$ cat config.mk
export PLATFORM = sky130hd
export DESIGN_NAME = tmr_irq_core
export DESIGN_NICKNAME = d
export VERILOG_FILES = /design/src/rtl/tmr_pkg.sv /design/src/rtl/tmr_down_cnt.sv /design/src/rtl/tmr_flag_ctl.sv /design/src/rtl/tmr_irq_core.sv
export SDC_FILE = /design/constraint.sdc
export NUM_CORES = 1
export LEC_CHECK = 0
export ABC_CLOCK_PERIOD_IN_PS = 2510
export BUFFER_PORTS_ARGS = -buffer_cell sky130_fd_sc_hd__buf_2
export CELL_PAD_IN_SITES_DETAIL_PLACEMENT = 0
export CELL_PAD_IN_SITES_GLOBAL_PLACEMENT = 1
export CORE_UTILIZATION = 45
export DETAILED_ROUTE_END_ITERATION = 8
export GPL_TIMING_DRIVEN = 1
export PLACE_DENSITY_LB_ADDON = 0.1
export SLEW_MARGIN = 20
export SYNTH_ARGS = -nofsm -noshare
export SYNTH_HDL_FRONTEND = slang
export SYNTH_SLANG_ARGS = --single-unit
$ cat constraint.sdc
create_clock -name clk -period 2.51 [get_ports clk]
set_clock_uncertainty 0.05 [all_clocks]
set_input_delay 0.1255 -clock clk [delete_from_list [all_inputs] [get_ports clk]]
set_output_delay 0.1255 -clock clk [all_outputs]
set_load 0.1 [all_outputs]
$ cat src/rtl/tmr_pkg.sv
package tmr_pkg;

    localparam int ADDR_W = 4;

    localparam logic [ADDR_W-1:0] ADR_T1_CLO = 4'd0;
    localparam logic [ADDR_W-1:0] ADR_T1_CHI = 4'd1;
    localparam logic [ADDR_W-1:0] ADR_T1_LLO = 4'd2;
    localparam logic [ADDR_W-1:0] ADR_T1_LHI = 4'd3;
    localparam logic [ADDR_W-1:0] ADR_T2_CLO = 4'd4;
    localparam logic [ADDR_W-1:0] ADR_T2_CHI = 4'd5;
    localparam logic [ADDR_W-1:0] ADR_MODE   = 4'd6;
    localparam logic [ADDR_W-1:0] ADR_FLAGS  = 4'd7;
    localparam logic [ADDR_W-1:0] ADR_ENABLE = 4'd8;

    // Interrupt sources, as an index into the flag vector
    localparam int NSRC   = 3;
    localparam int SRC_SR = 0;
    localparam int SRC_T2 = 1;
    localparam int SRC_T1 = 2;

    // Bit positions in the flag and enable bytes
    localparam int BIT_SR  = 2;
    localparam int BIT_T2  = 5;
    localparam int BIT_T1  = 6;
    localparam int BIT_TOP = 7;

    typedef enum logic {
        CNT_SPENT = 1'b0,
        CNT_ARMED = 1'b1
    } cnt_state_e;

endpackage

$ cat src/rtl/tmr_down_cnt.sv
module tmr_down_cnt
    import tmr_pkg::*;
#(
    parameter int                DATA_W     = 8,
    parameter bit                CAN_RELOAD = 1'b0,
    parameter logic [2*DATA_W-1:0] RST_CNT  = '1
) (
    input  logic                  clk,
    input  logic                  rst_n,
    input  logic                  tick,
    input  logic                  cont_mode,
    input  logic                  lat_lo_we,
    input  logic                  lat_hi_we,
    input  logic                  load_go,
    input  logic [DATA_W-1:0]     wdata,
    output logic [2*DATA_W-1:0]   count,
    output logic [2*DATA_W-1:0]   latch,
    output logic                  expire
);

    localparam int                CNT_W = 2 * DATA_W;
    localparam logic [CNT_W-1:0]  ONE   = {{(CNT_W-1){1'b0}}, 1'b1};

    cnt_state_e         state_q, state_d;
    logic [CNT_W-1:0]   cnt_q, cnt_d;
    logic [CNT_W-1:0]   lat_q, lat_d;
    logic               at_zero;
    logic               reload_ok;

    assign at_zero   = (cnt_q == '0);
    assign reload_ok = CAN_RELOAD && cont_mode;

    // Latch assembly: byte halves may be written separately
    always_comb begin
        lat_d = lat_q;
        if (lat_lo_we) lat_d[DATA_W-1:0]     = wdata;
        if (lat_hi_we) lat_d[CNT_W-1:DATA_W] = wdata;
    end

    // Next-state logic
    always_comb begin
        state_d = state_q;
        if (load_go) begin
            state_d = CNT_ARMED;                       // load
        end else if (tick && at_zero) begin
            unique case (state_q)
                CNT_ARMED: state_d = reload_ok ? CNT_ARMED   // expire_reload
                                               : CNT_SPENT;  // expire_oneshot
                CNT_SPENT: state_d = CNT_SPENT;
            endcase
        end
    end

    // State register
    always_ff @(posedge clk) begin
        if (!rst_n) state_q <= CNT_SPENT;
        else        state_q <= state_d;
    end

    // Outputs: counter datapath and expiry pulse
    always_comb begin
        cnt_d  = cnt_q;
        expire = 1'b0;
        if (load_go) begin
            cnt_d = lat_d;
        end else if (tick) begin
            unique case (state_q)
                CNT_ARMED: begin
                    if (at_zero) begin
                        expire = 1'b1;
                        cnt_d  = reload_ok ? lat_q : cnt_q - ONE;
                    end else begin
                        cnt_d  = cnt_q - ONE;
                    end
                end
                CNT_SPENT: cnt_d = cnt_q - ONE;
            endcase
        end
    end

    always_ff @(posedge clk) begin
        if (!rst_n) begin
            cnt_q <= RST_CNT;
            lat_q <= '1;
        end else begin
            cnt_q <= cnt_d;
            lat_q <= lat_d;
        end
    end

    assign count = cnt_q;
    assign latch = lat_q;

endmodule

$ cat src/rtl/tmr_flag_ctl.sv
module tmr_flag_ctl #(
    parameter int NSRC = 3
) (
    input  logic            clk,
    input  logic            rst_n,
    input  logic [NSRC-1:0] set_i,
    input  logic [NSRC-1:0] clr_i,
    input  logic            en_we,
    input  logic            en_set_mode,
    input  logic [NSRC-1:0] en_bits,
    output logic [NSRC-1:0] flags_o,
    output logic [NSRC-1:0] enables_o,
    output logic            irq_o
);

    logic [NSRC-1:0] flag_q;
    logic [NSRC-1:0] en_q;

    for (genvar i = 0; i < NSRC; i++) begin : g_src
        always_ff @(posedge clk) begin
            if (!rst_n) begin
                flag_q[i] <= 1'b0;
                en_q[i]   <= 1'b0;
            end else begin
                if (set_i[i])      flag_q[i] <= 1'b1;
                else if (clr_i[i]) flag_q[i] <= 1'b0;

                if (en_we && en_bits[i]) en_q[i] <= en_set_mode;
            end
        end
    end

    assign flags_o   = flag_q;
    assign enables_o = en_q;
    assign irq_o     = |(flag_q & en_q);

endmodule

$ cat src/rtl/tmr_irq_core.sv
module tmr_irq_core
    import tmr_pkg::*;
#(
    parameter int                  DATA_W     = 8,
    parameter logic [2*DATA_W-1:0] T2_RST_CNT = '0
) (
    input  logic              clk,
    input  logic              rst_n,
    input  logic              t1_tick,
    input  logic              t2_tick,
    input  logic              sr_set,
    input  logic              cs_wr,
    input  logic              cs_rd,
    input  logic [ADDR_W-1:0] addr,
    input  logic [DATA_W-1:0] wdata,
    output logic [DATA_W-1:0] rdata,
    output logic              irq
);

    localparam int CNT_W = 2 * DATA_W;

    logic              wr_t1_clo, wr_t1_chi, wr_t1_llo, wr_t1_lhi;
    logic              wr_t2_clo, wr_t2_chi, wr_mode, wr_flags, wr_enable;
    logic              rd_t1_clo, rd_t2_clo;
    logic              mode_q;
    logic [CNT_W-1:0]  t1_cnt, t1_lat, t2_cnt, t2_lat;
    logic              t1_exp, t2_exp;
    logic [NSRC-1:0]   flag_set, flag_clr, flag_vec, en_vec, en_pick;
    logic [DATA_W-1:0] flags_byte, enable_byte;

    // Address decode
    assign wr_t1_clo = cs_wr && (addr == ADR_T1_CLO);
    assign wr_t1_chi = cs_wr && (addr == ADR_T1_CHI);
    assign wr_t1_llo = cs_wr && (addr == ADR_T1_LLO);
    assign wr_t1_lhi = cs_wr && (addr == ADR_T1_LHI);
    assign wr_t2_clo = cs_wr && (addr == ADR_T2_CLO);
    assign wr_t2_chi = cs_wr && (addr == ADR_T2_CHI);
    assign wr_mode   = cs_wr && (addr == ADR_MODE);
    assign wr_flags  = cs_wr && (addr == ADR_FLAGS);
    assign wr_enable = cs_wr && (addr == ADR_ENABLE);
    assign rd_t1_clo = cs_rd && (addr == ADR_T1_CLO);
    assign rd_t2_clo = cs_rd && (addr == ADR_T2_CLO);

    always_ff @(posedge clk) begin
        if (!rst_n)       mode_q <= 1'b0;
        else if (wr_mode) mode_q <= wdata[0];
    end

    tmr_down_cnt #(
        .DATA_W     (DATA_W),
        .CAN_RELOAD (1'b1),
        .RST_CNT    ('1)
    ) u_t1 (
        .clk       (clk),
        .rst_n     (rst_n),
        .tick      (t1_tick),
        .cont_mode (mode_q),
        .lat_lo_we (wr_t1_clo || wr_t1_llo),
        .lat_hi_we (wr_t1_chi || wr_t1_lhi),
        .load_go   (wr_t1_chi),
        .wdata     (wdata),
        .count     (t1_cnt),
        .latch     (t1_lat),
        .expire    (t1_exp)
    );

    tmr_down_cnt #(
        .DATA_W     (DATA_W),
        .CAN_RELOAD (1'b0),
        .RST_CNT    (T2_RST_CNT)
    ) u_t2 (
        .clk       (clk),
        .rst_n     (rst_n),
        .tick      (t2_tick),
        .cont_mode (1'b0),
        .lat_lo_we (wr_t2_clo),
        .lat_hi_we (wr_t2_chi),
        .load_go   (wr_t2_chi),
        .wdata     (wdata),
        .count     (t2_cnt),
        .latch     (t2_lat),
        .expire    (t2_exp)
    );

    always_comb begin
        flag_set         = '0;
        flag_set[SRC_SR] = sr_set;
        flag_set[SRC_T2] = t2_exp;
        flag_set[SRC_T1] = t1_exp;

        flag_clr         = '0;
        flag_clr[SRC_SR] = wr_flags && wdata[BIT_SR];
        flag_clr[SRC_T2] = (wr_flags && wdata[BIT_T2]) || wr_t2_chi || rd_t2_clo;
        flag_clr[SRC_T1] = (wr_flags && wdata[BIT_T1]) || wr_t1_chi || rd_t1_clo;

        en_pick          = '0;
        en_pick[SRC_SR]  = wdata[BIT_SR];
        en_pick[SRC_T2]  = wdata[BIT_T2];
        en_pick[SRC_T1]  = wdata[BIT_T1];
    end

    tmr_flag_ctl #(
        .NSRC (NSRC)
    ) u_flags (
        .clk         (clk),
        .rst_n       (rst_n),
        .set_i       (flag_set),
        .clr_i       (flag_clr),
        .en_we       (wr_enable),
        .en_set_mode (wdata[BIT_TOP]),
        .en_bits     (en_pick),
        .flags_o     (flag_vec),
        .enables_o   (en_vec),
        .irq_o       (irq)
    );

    always_comb begin
        flags_byte          = '0;
        flags_byte[BIT_SR]  = flag_vec[SRC_SR];
        flags_byte[BIT_T2]  = flag_vec[SRC_T2];
        flags_byte[BIT_T1]  = flag_vec[SRC_T1];
        flags_byte[BIT_TOP] = irq;

        enable_byte         = '0;
        enable_byte[BIT_SR] = en_vec[SRC_SR];
        enable_byte[BIT_T2] = en_vec[SRC_T2];
        enable_byte[BIT_T1] = en_vec[SRC_T1];
    end

    always_comb begin
        rdata = '0;
        if (cs_rd) begin
            case (addr)
                ADR_T1_CLO: rdata = t1_cnt[DATA_W-1:0];
                ADR_T1_CHI: rdata = t1_cnt[CNT_W-1:DATA_W];
                ADR_T1_LLO: rdata = t1_lat[DATA_W-1:0];
                ADR_T1_LHI: rdata = t1_lat[CNT_W-1:DATA_W];
                ADR_T2_CLO: rdata = t2_cnt[DATA_W-1:0];
                ADR_T2_CHI: rdata = t2_cnt[CNT_W-1:DATA_W];
                ADR_MODE:   rdata = {{(DATA_W-1){1'b0}}, mode_q};
                ADR_FLAGS:  rdata = flags_byte;
                ADR_ENABLE: rdata = enable_byte;
                default:    rdata = '0;
            endcase
        end
    end

endmodule

==> results.ini <==
[timing]
rsz0062_at_grt=no
worstMarginPinSlew_ps=781
fmaxAchievable_mhz=481
slew_violations=0
worst_slack_ps=430
whs_ps=20.5
fin_crit_ps=2080
setup-tns-final_ps=0
period_share_pct=82.9
relSlewSlack_pct=47.6
setup_viol=0
finalHoldViolCount=0

[placed_design]
pre_cts_ws_ps=369
dpl.hpwl_mm=8.33
gp_congestion=0.852
port_buffers=27

[worst_setup_path]
cp_max_fo=12
worst-path-buf-inv=1
path_cells=nor4_4, nand4_1, or3_1, buf_4, o211ai_1, nand3_1
r2r_cells=6
start_kind=flip-flop
worstPathArrival_ps=2220
required_ps=2650
slowest_stage=nor4_4
crit_path_end_kind=flip-flop
cp.depth=6
cp_top_family=simple AND/OR/NAND/NOR gates
path_class=flip-flop to flip-flop
max_stage_delay_ps=450

[die]
coreArea_mm2=0.00830
fp.dieW_um=94.9
row_count=33
initial_core_util_pct=46.8
ioPinCount=28
die_y_um=94.9
die_area_mm2=0.00900

[global_route]
gr-total-overflow=0
grt_pass1_wl_mm=18.0
grt_usage_pct=27.0
antenna_found_initial=0
grt_start_max_net_pins=34
grt_pass1_vias=3294

[logic_synthesis]
ys_seq_elements=65
synthCells=478
synth_edf_count=0
synth_warnings=0
synth.net_count=500
avgSynthCellArea_um2=8.12
synth_commonest_cells=nand2_1, dfxtp_1, nor2_1, mux2i_1, o21ai_0
yosysUniqueCellTypes=51
syn_area_mm2=0.00388
synthTopCellsByArea=dfxtp_1, mux2i_1, nand2_1
synth.largest_area_cell=dfxtp_1
synth.most_common_cell=nand2_1
synth_seq_area_share_pct=33.5
synth_top_area_share_pct=33.5
synth-async-reset-ratio_pct=0
dominantRegCellSynth=dfxtp_1

[clocking]
clkTransAtPathRegs_ps=60
cts_root_buf=clkbuf_8
cts_made_buffers=9
clockBufferDepth=2
clkLatencyLatePin_ps=340
clock_sinks=65
tritoncts=built
cts_max_level=3

[routing]
routedWlPerCell_um=18.9
via_per_inst=5.99
drc=0
wl_mm=11.5
ant_nets=0
num_vias=3646
drt_first_pass_iters=5
drt_iter0_drc=252

[cells_and_area]
syn_to_final_growth_pct=11.6
drive_above_1_share_pct=16.3
antenna-diode-count=0
num-nets-final=525

[pwr]
power_density_mw_per_mm2=589
p_leak_uw=0.00172
vdd.ir_drop.worst_uv=260

[worst_hold_path]
holdCritPathClass=input pin to flip-flop
holdPathStages=3

[run_status]
status=complete, no violations

[flow_run]
maxCapViolCount=0

area by class of cell:
type | count | area (um2)
flip-flops and latches | 65 | 1300
well taps | 105 | 131
multi-input cells | 371 | 2430
clock buffers | 11 | 151
fillers | 841 | 3970
inverters | 11 | 41.3
clock inverters | 1 | 5.00
repair buffers | 45 | 273
power breakdown:
group	switching (uW)	leakage (uW)	internal [uW]
Sequential	127	0.000533	1110
Combinational	319	0.00111	237
Clock	374	0.0000830	389
per-stage QoR:
| stage | cell area, um2 | total power (uW) | cells | util, % |
|---|---|---|---|---|
| floorplan | 3900 | 1640 | 478 | - |
| global placement | 4170 | 1790 | 596 | 50.2 |
| detailed placement | 4170 | 1800 | 596 | 50.2 |
| CTS | 4330 | 2570 | 609 | 52.2 |
| global route | 4330 | 2680 | 609 | 52.2 |
| finish | 4330 | 2550 | 609 | 52.2 |
placed cells by master (no fill, tap or decap), types with 8 or more instances in the layout:
cell      instances
o21ai_0          28
xnor2_1          19
a21oi_1          22
o211ai_1         11
buf_2            27
nand3_1          28
nand2_1          69
buf_4            17
mux2i_1          33
inv_1            11
nor3_1           12
clkbuf_8         11
nor2_1           34
mux2_2            8
nor2b_1           8
dfxtp_1          65
what timing repair did:
action,CTS,global route
resized for setup,0,0
setup buffers,0,0
hold buffers,1,0
hold endpoints to repair,1,0
metal layers:
| layer | routed length [um] | share of wire [%] | global-route usage [%] | vias up |
|---|---|---|---|---|
| li1 | - | - | - | 1765 |
| met1 | 5590 | 49 | 39.1 | 1737 |
| met2 | 5100 | 44 | 40.8 | 132 |
| met3 | 649 | 5.7 | 4.19 | 12 |
| met4 | 150 | 1.3 | 7.95 | 0 |
| met5 | 0 | 0 | 0 | - |
cell families (layout without fill, tap and decap cells):
kind of cell / count (synthesis) / count (layout) / share of synthesized area, %
AOI/OAI and AO/OA: 100 / 100 / 16.4
xor gates and xnor gates: 26 / 26 / 5.87
adders and majority gates: 3 / 3 / 0.967
buffers and inverters: 42 / 68 / 4.77
DFF: 65 / 65 / 33.5
muxes: 43 / 43 / 12.0
and+or+nand+nor: 199 / 199 / 26.5
state kept, by name (all words and copies together) (netlist names):
register / flops
u_t1.count: 16
u_t1.latch: 16
u_t2.count: 16
u_t2.latch: 8
u_flags.enables_o: 3
u_flags.flags_o: 3
mode_q: 1
u_t1.state_q: 1
u_t2.state_q: 1
worst reg2reg max path, stage by stage, from the launching register on:
cell and delay, ps:
dfxtp_1 430, nor4_4 450, nand4_1 130, or3_1 390
buf_4 220, o211ai_1 180, nand3_1 90
final timing paths:
check / slack (ps) / end / from
worst min register to register: 420 / u_t2.count[1] / u_t2.latch[1]
worst max register to register: 430 / u_t1.count[12] / u_t1.count[2]
worst min-delay path: 20 / u_t2.latch[4] / wdata[4]
worst max-delay path: 430 / u_t1.count[12] / u_t1.count[2]
No activity file was read; power rests on OpenSTA's default activity.
